**src/rtl/rob_pkg.sv**
```systemverilog
package rob_pkg;
  localparam int unsigned DefDepth    = 16;
  localparam int unsigned DefNumCmpl  = 2;
  localparam int unsigned DefXlen     = 32;
  localparam int unsigned DefArchRegs = 16;

  // Strobes from control to datapath for one cycle
  typedef struct packed {
    logic allocFire;
    logic commitFire;
    logic flushFire;
  } robStrobe_t;
endpackage

```
**src/rtl/rob_ctrl.sv**
```systemverilog
module rob_ctrl
  import rob_pkg::*;
#(
  parameter int unsigned DEPTH = DefDepth
) (
  input  logic                     clk,
  input  logic                     rstN,
  input  logic                     allocValid,
  input  logic                     headDone,
  input  logic                     headExc,
  output robStrobe_t               strobe,
  output logic [$clog2(DEPTH)-1:0] headTag,
  output logic [$clog2(DEPTH)-1:0] tailTag,
  output logic                     allocReady
);
  localparam int unsigned TAG_W = $clog2(DEPTH);
  localparam int unsigned PTR_W = TAG_W + 1;

  logic [PTR_W-1:0] headPtr, tailPtr, occ;
  logic full, empty, headEligible;

  assign occ          = tailPtr - headPtr;
  assign full         = (occ == PTR_W'(DEPTH));
  assign empty        = (occ == '0);
  assign headEligible = !empty && headDone;

  assign strobe.commitFire = headEligible && !headExc;
  assign strobe.flushFire  = headEligible && headExc;
  assign allocReady        = !full && !strobe.flushFire;
  assign strobe.allocFire  = allocValid && allocReady;

  assign headTag = headPtr[TAG_W-1:0];
  assign tailTag = tailPtr[TAG_W-1:0];

  always_ff @(posedge clk or negedge rstN) begin
    if (!rstN) begin
      headPtr <= '0;
      tailPtr <= '0;
    end else if (strobe.flushFire) begin
      tailPtr <= headPtr;
    end else begin
      if (strobe.commitFire) headPtr <= headPtr + PTR_W'(1);
      if (strobe.allocFire)  tailPtr <= tailPtr + PTR_W'(1);
    end
  end

  a_r3_no_overflow: assert property (@(posedge clk) disable iff (!rstN)
    occ <= PTR_W'(DEPTH));

  a_r7_empty_after_flush: assert property (@(posedge clk) disable iff (!rstN)
    strobe.flushFire |=> (tailPtr == headPtr));

  a_r5_head_steps_once: assert property (@(posedge clk) disable iff (!rstN)
    strobe.commitFire |=> (headPtr == $past(headPtr) + PTR_W'(1)));

  a_r2_tail_steps_once: assert property (@(posedge clk) disable iff (!rstN)
    strobe.allocFire |=> (tailPtr == $past(tailPtr) + PTR_W'(1)));
endmodule

```
**src/rtl/rob_data.sv**
```systemverilog
module rob_data
  import rob_pkg::*;
#(
  parameter int unsigned DEPTH     = DefDepth,
  parameter int unsigned NUM_CMPL  = DefNumCmpl,
  parameter int unsigned XLEN      = DefXlen,
  parameter int unsigned ARCH_REGS = DefArchRegs
) (
  input  logic                                     clk,
  input  logic                                     rstN,
  input  robStrobe_t                               strobe,
  input  logic [$clog2(DEPTH)-1:0]                 headTag,
  input  logic [$clog2(DEPTH)-1:0]                 tailTag,
  input  logic                                     allocIsStore,
  input  logic                                     allocHasDest,
  input  logic [$clog2(ARCH_REGS)-1:0]             allocDest,
  input  logic [XLEN-1:0]                          allocPc,
  input  logic [NUM_CMPL-1:0]                      cmplValid,
  input  logic [NUM_CMPL-1:0][$clog2(DEPTH)-1:0]   cmplTag,
  input  logic [NUM_CMPL-1:0][XLEN-1:0]            cmplData,
  input  logic [NUM_CMPL-1:0][XLEN-1:0]            cmplAddr,
  input  logic [NUM_CMPL-1:0]                      cmplExc,
  input  logic [$clog2(ARCH_REGS)-1:0]             lookupReg,
  output logic                                     headDone,
  output logic                                     headExc,
  output logic                                     lookupPending,
  output logic [$clog2(DEPTH)-1:0]                 lookupTag,
  output logic                                     lookupReady,
  output logic [XLEN-1:0]                          lookupValue,
  output logic                                     rfWrEn,
  output logic [$clog2(ARCH_REGS)-1:0]             rfWrReg,
  output logic [XLEN-1:0]                          rfWrData,
  output logic                                     stWrEn,
  output logic [XLEN-1:0]                          stWrAddr,
  output logic [XLEN-1:0]                          stWrData,
  output logic [XLEN-1:0]                          faultPc
);
  localparam int unsigned TAG_W = $clog2(DEPTH);
  localparam int unsigned REG_W = $clog2(ARCH_REGS);

  // Entry state
  logic [DEPTH-1:0] doneQ, excQ, storeQ, hasDestQ;
  logic [REG_W-1:0] destQ [DEPTH];
  logic [XLEN-1:0]  valQ  [DEPTH];
  logic [XLEN-1:0]  addrQ [DEPTH];
  logic [XLEN-1:0]  pcQ   [DEPTH];

  // Rename table
  logic [ARCH_REGS-1:0] mapPend;
  logic [TAG_W-1:0]     mapTag [ARCH_REGS];

  // Completion-to-lookup forwarding
  logic [NUM_CMPL-1:0] fwdHit;
  logic                fwdAny;
  logic [XLEN-1:0]     fwdVal;

  // Status flags: flush wipes, allocation clears, completion sets
  always_ff @(posedge clk or negedge rstN) begin
    if (!rstN) begin
      doneQ <= '0;
      excQ  <= '0;
    end else begin
      for (int e = 0; e < DEPTH; e++) begin
        if (strobe.flushFire) begin
          doneQ[e] <= 1'b0;
          excQ[e]  <= 1'b0;
        end else if (strobe.allocFire && tailTag == TAG_W'(e)) begin
          doneQ[e] <= 1'b0;
          excQ[e]  <= 1'b0;
        end else begin
          for (int k = 0; k < NUM_CMPL; k++) begin
            if (cmplValid[k] && cmplTag[k] == TAG_W'(e)) begin
              doneQ[e] <= 1'b1;
              excQ[e]  <= cmplExc[k];
            end
          end
        end
      end
    end
  end

  // Payload: written at allocation and at completion, needs no reset
  always_ff @(posedge clk) begin
    for (int e = 0; e < DEPTH; e++) begin
      if (strobe.allocFire && tailTag == TAG_W'(e)) begin
        storeQ[e]   <= allocIsStore;
        hasDestQ[e] <= allocHasDest && !allocIsStore;
        destQ[e]    <= allocDest;
        pcQ[e]      <= allocPc;
      end
      for (int k = 0; k < NUM_CMPL; k++) begin
        if (cmplValid[k] && cmplTag[k] == TAG_W'(e)) begin
          valQ[e]  <= cmplData[k];
          addrQ[e] <= cmplAddr[k];
        end
      end
    end
  end

  // Rename table: a newer allocation overrides a clear from commit
  always_ff @(posedge clk or negedge rstN) begin
    if (!rstN) begin
      mapPend <= '0;
      for (int r = 0; r < ARCH_REGS; r++) mapTag[r] <= '0;
    end else if (strobe.flushFire) begin
      mapPend <= '0;
    end else begin
      if (strobe.commitFire && hasDestQ[headTag] &&
          mapTag[destQ[headTag]] == headTag)
        mapPend[destQ[headTag]] <= 1'b0;
      if (strobe.allocFire && allocHasDest && !allocIsStore) begin
        mapPend[allocDest] <= 1'b1;
        mapTag[allocDest]  <= tailTag;
      end
    end
  end

  assign headDone = doneQ[headTag];
  assign headExc  = excQ[headTag];

  // Commit ports
  assign rfWrEn   = strobe.commitFire && hasDestQ[headTag];
  assign rfWrReg  = destQ[headTag];
  assign rfWrData = valQ[headTag];
  assign stWrEn   = strobe.commitFire && storeQ[headTag];
  assign stWrAddr = addrQ[headTag];
  assign stWrData = valQ[headTag];
  assign faultPc  = pcQ[headTag];

  // Operand lookup
  assign lookupPending = mapPend[lookupReg];
  assign lookupTag     = mapTag[lookupReg];

  for (genvar k = 0; k < NUM_CMPL; k++) begin : g_port
    assign fwdHit[k] = cmplValid[k] && (cmplTag[k] == lookupTag);

    a_r4_completion_marks_done: assert property (@(posedge clk) disable iff (!rstN)
      (cmplValid[k] && !strobe.flushFire) |=> doneQ[$past(cmplTag[k])]);
  end

  always_comb begin
    fwdAny = 1'b0;
    fwdVal = '0;
    for (int k = 0; k < NUM_CMPL; k++) begin
      if (fwdHit[k]) begin
        fwdAny = 1'b1;
        fwdVal = cmplData[k];
      end
    end
  end

  always_comb begin
    lookupReady = 1'b0;
    lookupValue = '0;
    if (lookupPending) begin
      if (doneQ[lookupTag]) begin
        lookupReady = 1'b1;
        lookupValue = valQ[lookupTag];
      end else if (fwdAny) begin
        lookupReady = 1'b1;
        lookupValue = fwdVal;
      end
    end
  end

  a_r8_alloc_maps_dest: assert property (@(posedge clk) disable iff (!rstN)
    (strobe.allocFire && allocHasDest && !allocIsStore) |=>
      (mapPend[$past(allocDest)] && mapTag[$past(allocDest)] == $past(tailTag)));

  a_r7_flush_clears_map: assert property (@(posedge clk) disable iff (!rstN)
    strobe.flushFire |=> (mapPend == '0));
endmodule

```
**src/rtl/reorder_buf.sv**
```systemverilog
module reorder_buf
  import rob_pkg::*;
#(
  parameter int unsigned     DEPTH       = DefDepth,
  parameter int unsigned     NUM_CMPL    = DefNumCmpl,
  parameter int unsigned     XLEN        = DefXlen,
  parameter int unsigned     ARCH_REGS   = DefArchRegs,
  parameter logic [XLEN-1:0] HANDLER_VEC = XLEN'(32'h0000_0100)
) (
  input  logic                                   clk,
  input  logic                                   rstN,
  input  logic                                   allocValid,
  input  logic                                   allocIsStore,
  input  logic                                   allocHasDest,
  input  logic [$clog2(ARCH_REGS)-1:0]           allocDest,
  input  logic [XLEN-1:0]                        allocPc,
  output logic                                   allocReady,
  output logic [$clog2(DEPTH)-1:0]               allocTag,
  input  logic [NUM_CMPL-1:0]                    cmplValid,
  input  logic [NUM_CMPL-1:0][$clog2(DEPTH)-1:0] cmplTag,
  input  logic [NUM_CMPL-1:0][XLEN-1:0]          cmplData,
  input  logic [NUM_CMPL-1:0][XLEN-1:0]          cmplAddr,
  input  logic [NUM_CMPL-1:0]                    cmplExc,
  input  logic [$clog2(ARCH_REGS)-1:0]           lookupReg,
  output logic                                   lookupPending,
  output logic [$clog2(DEPTH)-1:0]               lookupTag,
  output logic                                   lookupReady,
  output logic [XLEN-1:0]                        lookupValue,
  output logic                                   rfWrEn,
  output logic [$clog2(ARCH_REGS)-1:0]           rfWrReg,
  output logic [XLEN-1:0]                        rfWrData,
  output logic                                   stWrEn,
  output logic [XLEN-1:0]                        stWrAddr,
  output logic [XLEN-1:0]                        stWrData,
  output logic                                   flushOut,
  output logic [XLEN-1:0]                        faultPc,
  output logic [XLEN-1:0]                        redirectPc
);
  robStrobe_t                strobe;
  logic [$clog2(DEPTH)-1:0]  headTag, tailTag;
  logic                      headDone, headExc;

  rob_ctrl #(.DEPTH(DEPTH)) u_ctrl (
    .clk        (clk),
    .rstN       (rstN),
    .allocValid (allocValid),
    .headDone   (headDone),
    .headExc    (headExc),
    .strobe     (strobe),
    .headTag    (headTag),
    .tailTag    (tailTag),
    .allocReady (allocReady)
  );

  rob_data #(
    .DEPTH     (DEPTH),
    .NUM_CMPL  (NUM_CMPL),
    .XLEN      (XLEN),
    .ARCH_REGS (ARCH_REGS)
  ) u_data (
    .clk           (clk),
    .rstN          (rstN),
    .strobe        (strobe),
    .headTag       (headTag),
    .tailTag       (tailTag),
    .allocIsStore  (allocIsStore),
    .allocHasDest  (allocHasDest),
    .allocDest     (allocDest),
    .allocPc       (allocPc),
    .cmplValid     (cmplValid),
    .cmplTag       (cmplTag),
    .cmplData      (cmplData),
    .cmplAddr      (cmplAddr),
    .cmplExc       (cmplExc),
    .lookupReg     (lookupReg),
    .headDone      (headDone),
    .headExc       (headExc),
    .lookupPending (lookupPending),
    .lookupTag     (lookupTag),
    .lookupReady   (lookupReady),
    .lookupValue   (lookupValue),
    .rfWrEn        (rfWrEn),
    .rfWrReg       (rfWrReg),
    .rfWrData      (rfWrData),
    .stWrEn        (stWrEn),
    .stWrAddr      (stWrAddr),
    .stWrData      (stWrData),
    .faultPc       (faultPc)
  );

  assign allocTag   = tailTag;
  assign flushOut   = strobe.flushFire;
  assign redirectPc = HANDLER_VEC;

  a_r11_no_alloc_in_flush: assert property (@(posedge clk) disable iff (!rstN)
    flushOut |-> !allocReady);
endmodule

```
**config.mk**
```make
export PLATFORM = sky130hd
export DESIGN_NAME = reorder_buf
export DESIGN_NICKNAME = d
export VERILOG_FILES = /design/src/rtl/rob_pkg.sv /design/src/rtl/rob_ctrl.sv /design/src/rtl/rob_data.sv /design/src/rtl/reorder_buf.sv
export SDC_FILE = /design/constraint.sdc
export NUM_CORES = 2
export LEC_CHECK = 0
export BUFFER_PORTS_ARGS = -buffer_cell sky130_fd_sc_hd__buf_2
export CAP_MARGIN = 0
export CELL_PAD_IN_SITES_DETAIL_PLACEMENT = 0
export CELL_PAD_IN_SITES_GLOBAL_PLACEMENT = 1
export CORE_MARGIN = 1
export CORE_UTILIZATION = 50
export CTS_BUF_LIST = sky130_fd_sc_hd__clkbuf_4
export CTS_CLUSTER_DIAMETER = 120
export DETAILED_ROUTE_END_ITERATION = 7
export PLACE_DENSITY_LB_ADDON = 0.1
export SETUP_SLACK_MARGIN = 0.15
export SYNTH_ARGS = -nofsm -noshare
export SYNTH_HDL_FRONTEND = slang
export SYNTH_SLANG_ARGS = --single-unit
```
**constraint.sdc**
```tcl
create_clock -name clk -period 17.2 [get_ports clk]
set_input_delay 0.86 -clock clk [delete_from_list [all_inputs] [get_ports clk]]
set_output_delay 0.86 -clock clk [all_outputs]
set_load 0.1 [all_outputs]
```
==> results.ini <==
[power_and_ir_drop]
pwr-share-comb_pct = 45.3
p_int_mw = 9.14
vdd_ir_drop_max_uv = 213
netSwitchingFraction_pct = 43.6
clkPwrFrac_pct = 22.3
pwr_density_cell_nw_per_um2 = 164
power_frac_seq_pct = 32.3
p_leak_nw = 33.3
p_switching_mw = 7.07

[sta]
whs_ps = 174
fin_crit_sh_pct = 45.2
rsz0062_at_grt = no
finClkSkew_ps = 58.8
fmax_mhz = 129
hold_violations = 0
setup_slack_ps = 9430
fin_crit_ps = 7770
finalSetupTns_ps = 0
slew_violations = 0
maxSlewHeadroom_pct = 15.0
tightest_slew_ps = 1270
final-setup-viol-count = 0

[clock_network]
tritoncts = done
postCtsSetupBuffers = 0
hold_buffers = 235
clkTransAtPathRegs_ps = 70
root_buffer = clkbuf_4
cts_resized = 0
cts_buffers = 470
cts-htree-levels = 5
clock_latency_ps = 1420
cts_buffer_depth = 4
clock-sinks = 1754

[final_layout]
drive_above_1_share_pct = 50.5
final_util_pct = 57.4
nets = 5777
fin_cells = 8233
syn2layout_area_growth_pct = 13.8
fillCellCount = 13518
seqCellArea_um2 = 52100
multiInputGateArea_um2 = 32900

[floorplanning]
die_h_um = 419
fp.coreArea_um2 = 172000
num_rows = 152
fp.dieArea_um2 = 175000
die_x_um = 419
pin_count = 395
initial_core_util_pct = 50.5

[critical_path]
critical_path.top_delay_family = buffers and inverters
crit_cells = 11
critPathCaptureType = primary output
critical-path-slowest-cell = dfrtp_4
cp.arrival_ps = 6910
cpPeakStageDelay_ps = 990
cp_num_buf_inv = 5
rr_worst_depth = 13
cp.required_ps = 16340
crit_chain = buf_4, buf_4, mux4_2, mux2_2, a21oi_1, a21oi_1, o21ai_2, buf_4, clkinv_1, a21oi_1, buf_2
startpoint_type = register
path_max_fanout = 50
critPathKind = register to primary output

[global_route]
grtUsageTotal_pct = 30.1
grt_max_degree = 145
grt_pass1_vias = 53881
antenna_found_initial = 22
gr-total-overflow = 0
grt_pass1_wl_um = 378000

[yosys]
ys_types = 56
yosysWarnings = 0
async_flop_share_pct = 6.96
synth_edf_count = 1632
synth_seq_area_share_pct = 59.9
synth_ff_type = edfxtp_1
synth_area_um2 = 86800
synth-seq-cells = 1754
avgSynthCellArea_um2 = 17.7
postSynthCellCount = 4912

[drt]
drtPass1Iterations = 6
vias = 52055
wire_per_inst_um = 32.0
routed_via_density = 6.32
dr.first_iter.drc_count = 5061
drc_errors = 0
ant_nets = 0
routed_wl_um = 264000

[place]
place_ws_ps = 9950
hpwl_um = 135000
portBuffers = 362
gp_congestion = 0.800
post-place-cells = 7186

[job]
maxCapViolations = 0

[status]
status = complete, no violations

[worst_hold_path]
hp-class = input pin to register
min_path_cells = 2

==> synth_stat cells, types with 3 or more instances <==
| cell type | number | share of area [%] |
|---|---|---|
| edfxtp_1 | 1632 | 56 |
| mux2_2 | 1116 | 14 |
| mux4_2 | 604 | 16 |
| clkbuf_1 | 393 | 1.7 |
| mux2i_1 | 189 | 2.2 |
| dfrtp_1 | 122 | 3.5 |
| nor2_1 | 101 | 0.44 |
| buf_4 | 74 | 0.64 |
| nand3_1 | 66 | 0.38 |
| o211ai_1 | 66 | 0.57 |
| a22oi_1 | 65 | 0.56 |
| nand2_1 | 62 | 0.27 |
| buf_1 | 53 | 0.23 |
| nand4_1 | 49 | 0.35 |
| o21ai_0 | 42 | 0.24 |
| o211a_1 | 32 | 0.37 |
| a211oi_1 | 25 | 0.22 |
| buf_2 | 18 | 0.10 |
| o22ai_1 | 18 | 0.13 |
| nor4_1 | 17 | 0.12 |
| o21bai_1 | 13 | 0.11 |
| and3_1 | 12 | 0.086 |
| inv_1 | 12 | 0.052 |
| nand2b_1 | 11 | 0.079 |
| xnor2_1 | 11 | 0.11 |
| nor2b_1 | 10 | 0.072 |
| ha_1 | 9 | 0.13 |
| a211o_1 | 8 | 0.081 |
| a21oi_1 | 8 | 0.046 |
| nor2_2 | 8 | 0.058 |
| xor2_1 | 8 | 0.081 |
| nand3b_1 | 6 | 0.052 |
| or3_1 | 6 | 0.043 |
| buf_6 | 5 | 0.065 |
| o21ai_1 | 5 | 0.029 |
| o22a_1 | 4 | 0.040 |
| and2_1 | 3 | 0.022 |
| mux2_1 | 3 | 0.039 |
==> sequential cells by signal, indices dropped and copies added, names as in the netlist <==
signal	flops
u_data.mapPend	16
u_data.mapTag	64
u_data.hasDestQ	16
u_ctrl.headPtr	5
u_data.addrQ	512
u_ctrl.tailPtr	5
u_data.storeQ	16
u_data.doneQ	16
u_data.destQ	64
u_data.pcQ	512
u_data.excQ	16
u_data.valQ	512
==> cell usage in the layout, fill, tap and decap left out, types with 11 or more instances in the layout <==
cell type,synthesis,layout
a211oi_1,25,25
a22oi_1,65,65
and3_1,12,11
buf_2,18,361
buf_4,74,113
clkbuf_4,0,691
clkinv_1,2,88
clkinv_2,0,11
conb_1,2,32
dfrtp_1,122,119
diode_2,0,14
dlygate4sd3_1,0,234
edfxtp_1,1632,1632
inv_1,12,11
mux2_2,1116,1116
mux2i_1,189,189
mux4_2,604,599
nand2_1,62,61
nand2b_1,11,11
nand3_1,66,66
nand4_1,49,49
nor2_1,101,75
nor2_4,0,26
nor4_1,17,17
o211a_1,32,32
o211ai_1,66,66
o21ai_0,42,36
o21bai_1,13,12
xnor2_1,11,11
==> cell families after synthesis <==
logic type / share of synthesized area, %
other cells: 0.00865
flops: 59.9
compound gates: 2.50
mux: 32.3
simple gates: 2.07
xor+xnor: 0.192
fa+ha+maj: 0.130
buf+inv: 2.80
==> path summary, 6_finish.rpt <==
check,startpoint,endpoint,slack (ps)
worst max register to register,u_ctrl.headPtr[1]$_DFFE_PN0P_,u_data.mapPend[10]$_DFF_PN0_,10750
worst min register to register,u_data.doneQ[13]$_DFFE_PN0P_,u_data.doneQ[13]$_DFFE_PN0P_,530
worst max-delay path,u_ctrl.headPtr[2]$_DFFE_PN0P_,allocReady,9430
max in group asynchronous,rstN,u_ctrl.headPtr[0]$_DFFE_PN0P_,15640
min in group asynchronous,rstN,u_data.mapTag[10]$_DFFE_PN0P_,600
worst min-delay path,cmplData[32],u_data.valQ[3][0]$_DFFE_PP_,170
==> area by class of cell <==
type / count / area share, %
antenna: 14 / 0.0355
clock buffer: 691 / 5.25
clock inverter: 107 / 0.557
inverter: 16 / 0.0684
multi-input combinational: 2629 / 33.3
sequential: 1754 / 52.7
tap: 2310 / 2.92
timing repair buffer: 712 / 5.15
==> stage by stage <==
stage	power, mW	area (µm²)
after global routing	16.8	98800
after CTS	16.3	98800
after floorplan	11.1	87000
after detailed placement	12.7	90700
after global placement	12.6	90700
final	16.2	98800
==> worst register-to-register path, cell delays in order, from the launching register on <==
cell and delay, ps:
dfrtp_4 940, buf_4 920, buf_4 900, mux4_2 660, nand3_1 100, and4_1 540, inv_2 300, nand2_1 240
o22ai_1 120, o21a_1 200, o21ai_1 860, nand3_1 150, nor4_1 300, o21bai_1 90
==> power groups by stage <==
stage | registers (mW) | clock network (mW) | logic, mW
global placement | 5.33 | 0 | 7.30
detailed placement | 5.33 | 0 | 7.33
CTS | 5.25 | 3.71 | 7.39
finish | 5.25 | 3.62 | 7.35
floorplan | 5.20 | 0 | 5.92
global route | 5.28 | 3.90 | 7.64
==> metal layers <==
layer	part of all wire, %	wire [µm]	GRT usage [%]
met1	39	103000	38.4
met2	51	134000	51.1
met3	6.7	17600	5.17
met4	3.6	9580	12.0
met5	0.024	63	0
Power figures use the tool's default switching activity.
